File: config.mk
export PLATFORM = sky130hd
export DESIGN_NAME = wdt_sleep_ctrl
export DESIGN_NICKNAME = d
export VERILOG_FILES = /design/src/rtl/wdt_sleep_ctrl.sv
export SDC_FILE = /design/constraint.sdc
export NUM_CORES = 1
export LEC_CHECK = 0
export ABC_AREA = 1
export BUFFER_PORTS_ARGS = -buffer_cell sky130_fd_sc_hd__buf_2
export CAP_MARGIN = 20
export CORE_MARGIN = 1
export CORE_UTILIZATION = 40
export CTS_CLUSTER_DIAMETER = 80
export DETAILED_ROUTE_END_ITERATION = 12
export GPL_TIMING_DRIVEN = 0
export MAX_ROUTING_LAYER = met4
export PLACE_DENSITY_LB_ADDON = 0.1
export RECOVER_POWER = 25
export SLEW_MARGIN = 20
export SYNTH_ARGS = -nofsm -noshare
export SYNTH_HDL_FRONTEND = slang
export SYNTH_SLANG_ARGS = --single-unit
File: constraint.sdc
create_clock -name clk -period 2.45 [get_ports clk]
set_clock_uncertainty 0.05 [all_clocks]
set_input_delay 0.1225 -clock clk [delete_from_list [all_inputs] [get_ports clk]]
set_output_delay 0.1225 -clock clk [all_outputs]
set_load 0.01 [all_outputs]
File: src/rtl/wdt_sleep_ctrl.sv
module wdt_sleep_ctrl #(
  parameter int BASE_W = 10,
  parameter int PS_W = 3,
  parameter int N_IRQ = 4,
  parameter logic [N_IRQ-1:0] WAKE_MASK = '1
) (
  input  logic             clk,
  input  logic             por_n,
  input  logic             mclr_n,
  input  logic             sleep_i,
  input  logic             clrwdt_i,
  input  logic             wdt_en_i,
  input  logic             psa_i,
  input  logic [PS_W-1:0]  ps_i,
  input  logic             tmr_src_tick_i,
  input  logic [N_IRQ-1:0] irq_req_i,
  input  logic [N_IRQ-1:0] irq_en_i,
  output logic             stat_pd_o,
  output logic             stat_to_o,
  output logic             dev_rst_o,
  output logic             wake_o,
  output logic             osc_off_o,
  output logic             tmr_tick_o
);
  localparam int POST_W = 1 << PS_W;

  logic [BASE_W-1:0] base_q;
  logic [POST_W-1:0] post_q;
  logic asleep_q, pd_q, to_q, wake_q, rst_q;

  wire [POST_W-1:0] tap_mask = (POST_W'(1) << ps_i) - POST_W'(1);
  wire post_hit    = (post_q & tap_mask) == tap_mask;
  wire base_tc     = wdt_en_i && (&base_q);
  wire wdt_timeout = base_tc && (!psa_i || post_hit);
  wire do_sleep    = !asleep_q && sleep_i;
  wire do_clr      = !asleep_q && clrwdt_i && !sleep_i;
  wire restart     = do_sleep || do_clr;
  wire irq_wake    = asleep_q && (|(irq_req_i & irq_en_i & WAKE_MASK));
  wire post_step   = psa_i ? base_tc : tmr_src_tick_i;

  assign tmr_tick_o = psa_i ? tmr_src_tick_i : (tmr_src_tick_i && post_hit);
  assign stat_pd_o  = pd_q;
  assign stat_to_o  = to_q;
  assign dev_rst_o  = rst_q;
  assign wake_o     = wake_q;
  assign osc_off_o  = asleep_q;

  always_ff @(posedge clk or negedge por_n) begin
    if (!por_n) base_q <= '0;
    else if (!mclr_n || restart || !wdt_en_i) base_q <= '0;
    else base_q <= base_q + BASE_W'(1);
  end

  always_ff @(posedge clk or negedge por_n) begin
    if (!por_n) post_q <= '0;
    else if (!mclr_n || (psa_i && (restart || wdt_timeout))) post_q <= '0;
    else if (post_step) post_q <= post_q + POST_W'(1);
  end

  always_ff @(posedge clk or negedge por_n) begin
    if (!por_n) begin
      pd_q <= 1'b1; to_q <= 1'b1; asleep_q <= 1'b0;
      wake_q <= 1'b0; rst_q <= 1'b0;
    end else if (!mclr_n) begin
      asleep_q <= 1'b0; wake_q <= 1'b0; rst_q <= 1'b1;
    end else begin
      wake_q <= 1'b0;
      rst_q  <= 1'b0;
      if (do_sleep) begin
        asleep_q <= 1'b1; pd_q <= 1'b0; to_q <= 1'b1;
      end else if (do_clr) begin
        pd_q <= 1'b1; to_q <= 1'b1;
      end else if (wdt_timeout) begin
        to_q <= 1'b0;
        if (asleep_q) begin
          asleep_q <= 1'b0; wake_q <= 1'b1;
        end else begin
          rst_q <= 1'b1;
        end
      end else if (irq_wake) begin
        asleep_q <= 1'b0; wake_q <= 1'b1;
      end
    end
  end

  a_r2_sleep_entry: assert property (@(posedge clk) disable iff (!por_n)
    (sleep_i && !osc_off_o && mclr_n) |=> (!stat_pd_o && stat_to_o && osc_off_o));

  a_r2_pd_falls_on_sleep: assert property (@(posedge clk) disable iff (!por_n)
    $fell(stat_pd_o) |-> $past(sleep_i));

  a_r6_wdt_reset_awake: assert property (@(posedge clk) disable iff (!por_n)
    (dev_rst_o && $past(mclr_n)) |-> (!stat_to_o && !$past(osc_off_o)));

  a_r6_reset_one_cycle: assert property (@(posedge clk) disable iff (!por_n)
    (dev_rst_o && mclr_n) |=> !dev_rst_o);

  a_r8_wake_source: assert property (@(posedge clk) disable iff (!por_n)
    (wake_o && stat_to_o) |-> $past(|(irq_req_i & irq_en_i & WAKE_MASK)));

  a_r9_wake_single: assert property (@(posedge clk) disable iff (!por_n)
    wake_o |=> !wake_o);

  a_r9_wake_osc: assert property (@(posedge clk) disable iff (!por_n)
    wake_o |-> (!osc_off_o && $past(osc_off_o)));

  a_r10_pin_reset: assert property (@(posedge clk) disable iff (!por_n)
    !mclr_n |=> (dev_rst_o && !osc_off_o && !wake_o));

  a_r11_disabled_quiet: assert property (@(posedge clk) disable iff (!por_n)
    (!wdt_en_i && !$past(wdt_en_i) && mclr_n && !osc_off_o) |=> !dev_rst_o);
endmodule

Word-level counts from Yosys, hierarchy flattened
Cells that the tools add are included.
{ "word_totals": {"regBits": 23, "input_bits": 19, "out_inout_bits": 6} }
{ "classes": {"add_sub_neg": 3, "eq_ne": 3, "shift": 1, "n_mux": 26, "bitwise": 2, "n_reduce_logical": 27} }
{ "op_table": {"columns": ["cell", "count"], "rows": [
  ["$mux W1", 23],
  ["$mux W8", 2],
  ["$add A10 B1 Y10 const B", 1],
  ["$mux W10", 1],
  ["$reduce_and A10 Y1", 1],
  ["$add A8 B1 Y8 const B", 1],
  ["$and A8 B8 Y8", 1],
  ["$eq A8 B8 Y1", 1],
  ["$logic_and A1 B1 Y1", 8],
  ["$shl A1 B3 Y8 const A", 1],
  ["$sub A8 B2 Y8 const B", 1],
  ["$logic_or A1 B1 Y1", 6],
  ["$reduce_and A2 Y1", 3],
  ["$logic_not A1 Y1", 5],
  ["$and A4 B4 Y4", 1],
  ["$ne A4 B1 Y1 const B", 1],
  ["$reduce_bool A2 Y1", 2],
  ["$reduce_or A4 Y1", 1],
  ["$ne A3 B3 Y1 const B", 1],
  ["$reduce_bool A3 Y1", 1]
]} }

Logic depth before layout (Yosys ltp)
{ "depth": {"word_depth": 10, "mapped_depth": 13, "ltp_nobuf": 13} }

Worst setup path after synthesis
OpenSTA, ideal clock, no wires.
{ "synth_timing": {"path_kind": "register -> register", "from": "register base_q[0]", "to": "register post_q[3]", "setup_time_ns": 0.120, "t_arrival_ns": 1.320, "required_ns": 2.280, "setup_slack_ns": 0.961, "path_stages_with_launch": 11, "path_buffers": 0, "path_cell_list": "dfrtp_1 > ha_1 > nand2_1 > nor2_2 > nand2_2 > nor4_1 > nand2_1 > nand2_1 > nand2_1 > nand2_1 > nor2_1"} }
{ "synth_between": {"elab_chain_len": 7, "word_cells_on_any_way": 9, "cone_classes": "mux: 2; reduce/logical: 7"} }
{ "synth_rtl": {"columns": ["element", "line_no", "source"], "rows": [
  ["start, declared", "27", "logic [BASE_W-1:0] base_q;"],
  ["start signal, assigned", "51", "else base_q <= base_q + BASE_W'(1);"],
  ["$reduce_and A10 Y1 *", "33", "wire base_tc = wdt_en_i && (&base_q);"],
  ["$logic_and A1 B1 Y1 *", "33", null],
  ["$logic_and A1 B1 Y1", "34", "wire wdt_timeout = base_tc && (!psa_i || post_hit);"],
  ["$logic_or A1 B1 Y1", "56", "else if (!mclr_n || (psa_i && (restart || wdt_timeout))) post_q <= '0;"],
  ["$logic_and A1 B1 Y1", "56", null],
  ["$logic_or A1 B1 Y1", "56", null],
  ["$mux W8 or $reduce_bool A2 Y1 (tied branches)", null, null],
  ["end signal, assigned", "57", "else if (post_step) post_q <= post_q + POST_W'(1);"],
  ["end, declared", "28", "logic [POST_W-1:0] post_q;"]
]} }
Every way passes the cells marked *; elsewhere a longest branch is shown, timed or not.
A chain may end at the register's enable or synchronous reset.

Final worst setup path
Ends and elaborated chain as after synthesis.

==> metrics.csv <==
stage;metric;value;unit
final_layout;# nets final;214;
clocking;CTS Hold Buffers Added;1;
synth;Synth cell types;27;
setup_path;path depth of the worst reg2reg path;10;
global_route;GRT Total Usage;16.9;%
setup_path;RR Startpoint;base_q[0]$_DFF_PN0_;
clocking;# Post-CTS Setup Buffers;0;
run_status;failing checks;DRC;
clocking;CTS sink count;22;
placed_design;placed instance area;0.00139;sq mm
floorplan;I/O pins;25;
setup_path;register-to-register setup slack;0.68;ns
route;vias per cell;4.70;
route;drt total wl;2380;microns
floorplan;Starting Density;43.4;%
power_and_ir_drop;leakage power;0.751;nW
setup_path;CP Capture Type;register;
setup_path;CP max-delay cell;dfrtp_1;
clocking;CTS tree;yes;
route;DR iter-0 viols;38;
final_layout;fin cells;223;
clocking;clk_lat worst skew;0.30;ns
global_route;initial antenna violation count;0;
clocking;CTS buffer count;3;
floorplan;Die Ht;57.6;microns
floorplan;DIE WIDTH;57.6;microns
global_route;GR Layer Usage met2;26.1;%
hold_path;Hold Crit Depth;2;
placed_design;number of port buffers;23;
sta;slew of the pin with the lowest slew margin;1.20;ns
power_and_ir_drop;IR drop worst, VDD;0.000283;V
route;DRC errors left;1;
route;Antenna Nets Post-Route;0;
sta;Rel. slew slack;20.0;%
sta;Final WS setup;0.683;ns
global_route;met3 usage;2.01;%
sta;final setup vio count;0;
route;WL/cell;10.7;microns
clocking;CTS root buffer;clkbuf_4;
final_layout;share of cells above drive strength 1;21.4;%
setup_path;stages on the worst setup path;10;
sta;FMAX;566;MHz
global_route;first-pass GRT wire length;4200;microns
global_route;vias in the first global route;1035;
hold_path;HP Class;in2reg;
sta;Pins Over Slew Limit;0;
synth;post-synthesis sequential element count;22;
sta;unrepaired setup endpoints after global routing;false;
floorplan;core box area;0.00285;sq mm
floorplan;num rows;19;
setup_path;crit path max fanout;4;
placed_design;DP HPWL;1860;microns
global_route;most crowded layer after global routing;met2;
synth;Mapped Avg Cell Area;7.55;sq um
global_route;largest net degree at the start of global routing;23;
setup_path;cell chain of the critical path;ha_1 -> nand2_1 -> nor2_2 -> nand2_2 -> nor4_1 -> nand2_1 -> nand2_1 -> nand2_1 -> nand2_1 -> nor2_1;
sta;fin crit share;72.1;%
final_layout;final instance area;0.00145;sq mm
sta;hold slack;0.0203;ns
hold_path;Hold Crit Start;mclr_n;
sta;Setup TNS;0;ns
floorplan;die area;0.00332;sq mm
sta;Tmin final;1.77;ns
power_and_ir_drop;Cell Pwr Density;508;mW/mm^2
route;via count;1049;
clocking;Post-CTS Resized;0;
synth;syn_nets;185;
setup_path;startpoint class of the critical path;register;
synth;share of the synthesized area in the top cell type;40.4;%
global_route;global route total overflow;0;
synth;Netlist Area Pre-Place;0.00124;sq mm
setup_path;Buf/Inv on CP;0;
clocking;Clock Pin Slew Worst Setup and Hold Paths;0.12;ns
setup_path;critical path class;reg2reg;
synth;Ys Warns;0;
placed_design;gpl congestion;0.813;
clocking;H-tree levels;1;
setup_path;crit-path leading delay family;simple AND/OR/NAND/NOR gates;
final_layout;antenna cells;0;
synth;Cells after Synth;164;
sta;Final Hold Violating Endpoints;0;
placed_design;placed cells;218;
final_layout;area grow syn2layout;17.4;%
run_status;status;finished with violations;
clocking;Clock Path Buffers;2;
placed_design;Place WS;0.671;ns
setup_path;Req. time, crit path;2.60;ns
hold_path;worst hold endpoint;dev_rst_o$_DFF_PN0_;
setup_path;reg-to-reg endpoint;post_q[3]$_DFFE_PN0P_;
setup_path;slowest stage delay, CP;0.39;ns
synth;Yosys top cell by area;dfrtp_1;
synth;post-synthesis sequential area ratio;44.7;%
setup_path;Worst EP arrival;1.92;ns
global_route;met1 Use GR;22.4;%
setup_path;Most common cell on crit path;nand2_1;
synth;Synth area leaders;dfrtp_1, nand2_1, inv_1;
final_layout;fillers;302;
route;DR pass1 iterations;8;
job;max cap viols;0;
layout make-up:
class                      instances  area (sq um)  share of cell area, %
inverter                          29           109                   7.49
multi-input combinational        112           571                   39.3
buffer                             1          5.00                  0.345
timing repair buffer              24           124                   8.53
clock inverter                     1          30.0                   2.07
sequential                        22           553                   38.1
clock buffer                       3          22.5                   1.55
tap                               31          38.8                   2.67
state kept, by name (all words and copies together) (netlist names):
name       cells
base_q        10
post_q         7
dev_rst_o      1
osc_off_o      1
stat_pd_o      1
stat_to_o      1
wake_o         1
kinds of logic (layout without fill, tap and decap cells):
logic type | Yosys count | after routing | share of synthesized area [%]
adders and majority gates | 2 | 2 | 2.02
xor gates and xnor gates | 3 | 3 | 2.12
AOI/OAI and AO/OA | 17 | 17 | 7.38
and+or+nand+nor | 89 | 89 | 33.7
DFF | 22 | 22 | 44.7
muxes | 1 | 1 | 0.910
buffers and inverters | 30 | 58 | 9.20
power breakdown:
group / switching (mW) / internal (mW)
Sequential: 0.00594 / 0.374
Clock: 0.111 / 0.165
Combinational: 0.0480 / 0.0333
Total: 0.165 / 0.573
placed cells by master, fill, tap and decap left out, types with 2 or more instances in the layout:
master and count:
nor2_2 2, nand2_1 42, xnor2_1 2, clkbuf_4 3, o21ai_0 5, dfrtp_1 20
nor3_1 4, a21oi_1 10, dfstp_2 2, nand2_4 2, nand3_1 9, or2_2 2
nand2_2 2, ha_1 2, buf_2 23, inv_1 29, nor2_1 19
synthesized netlist by cell type, drive strengths merged:
library cell and n:
ha 2, and3 1, nor4 1, dfstp 2, o21ai 5, xnor2 2
inv 29, a221oi 1, or2 2, buf 1, mux2 1, and2 1
nor3 5, o31ai 1, nand2 46, dfrtp 20, xor2 1, nand4 1
nand3 10, nor2 22, a21oi 10
layer usage:
layer | vias up | wire [microns]
met5 | - | 0
met4 | 0 | 20
met3 | 2 | 57
met2 | 12 | 1170
met1 | 472 | 1140
li1 | 563 | -
how the worst max path moves through the flow:
stage	slack [ns]	startpoint	to
after global routing	0.50	base_q[0]$_DFF_PN0_	post_q[3]$_DFFE_PN0P_
after floorplan	0.96	base_q[0]$_DFF_PN0_	post_q[3]$_DFFE_PN0P_
final	0.68	base_q[0]$_DFF_PN0_	post_q[3]$_DFFE_PN0P_
after global placement	0.69	base_q[0]$_DFF_PN0_	post_q[3]$_DFFE_PN0P_
after detailed placement	0.67	base_q[0]$_DFF_PN0_	post_q[3]$_DFFE_PN0P_
after CTS	0.63	base_q[0]$_DFF_PN0_	post_q[3]$_DFFE_PN0P_
stage by stage:
stage          utilization, %  power (mW)
4_1_cts                  51.0       0.753
6_report                 50.9       0.738
5_1_grt                  50.9       0.772
3_5_place_dp             48.8       0.469
3_3_place_gp             48.8       0.467
2_1_floorplan               -       0.430
No activity file was read; power rests on OpenSTA's default activity.
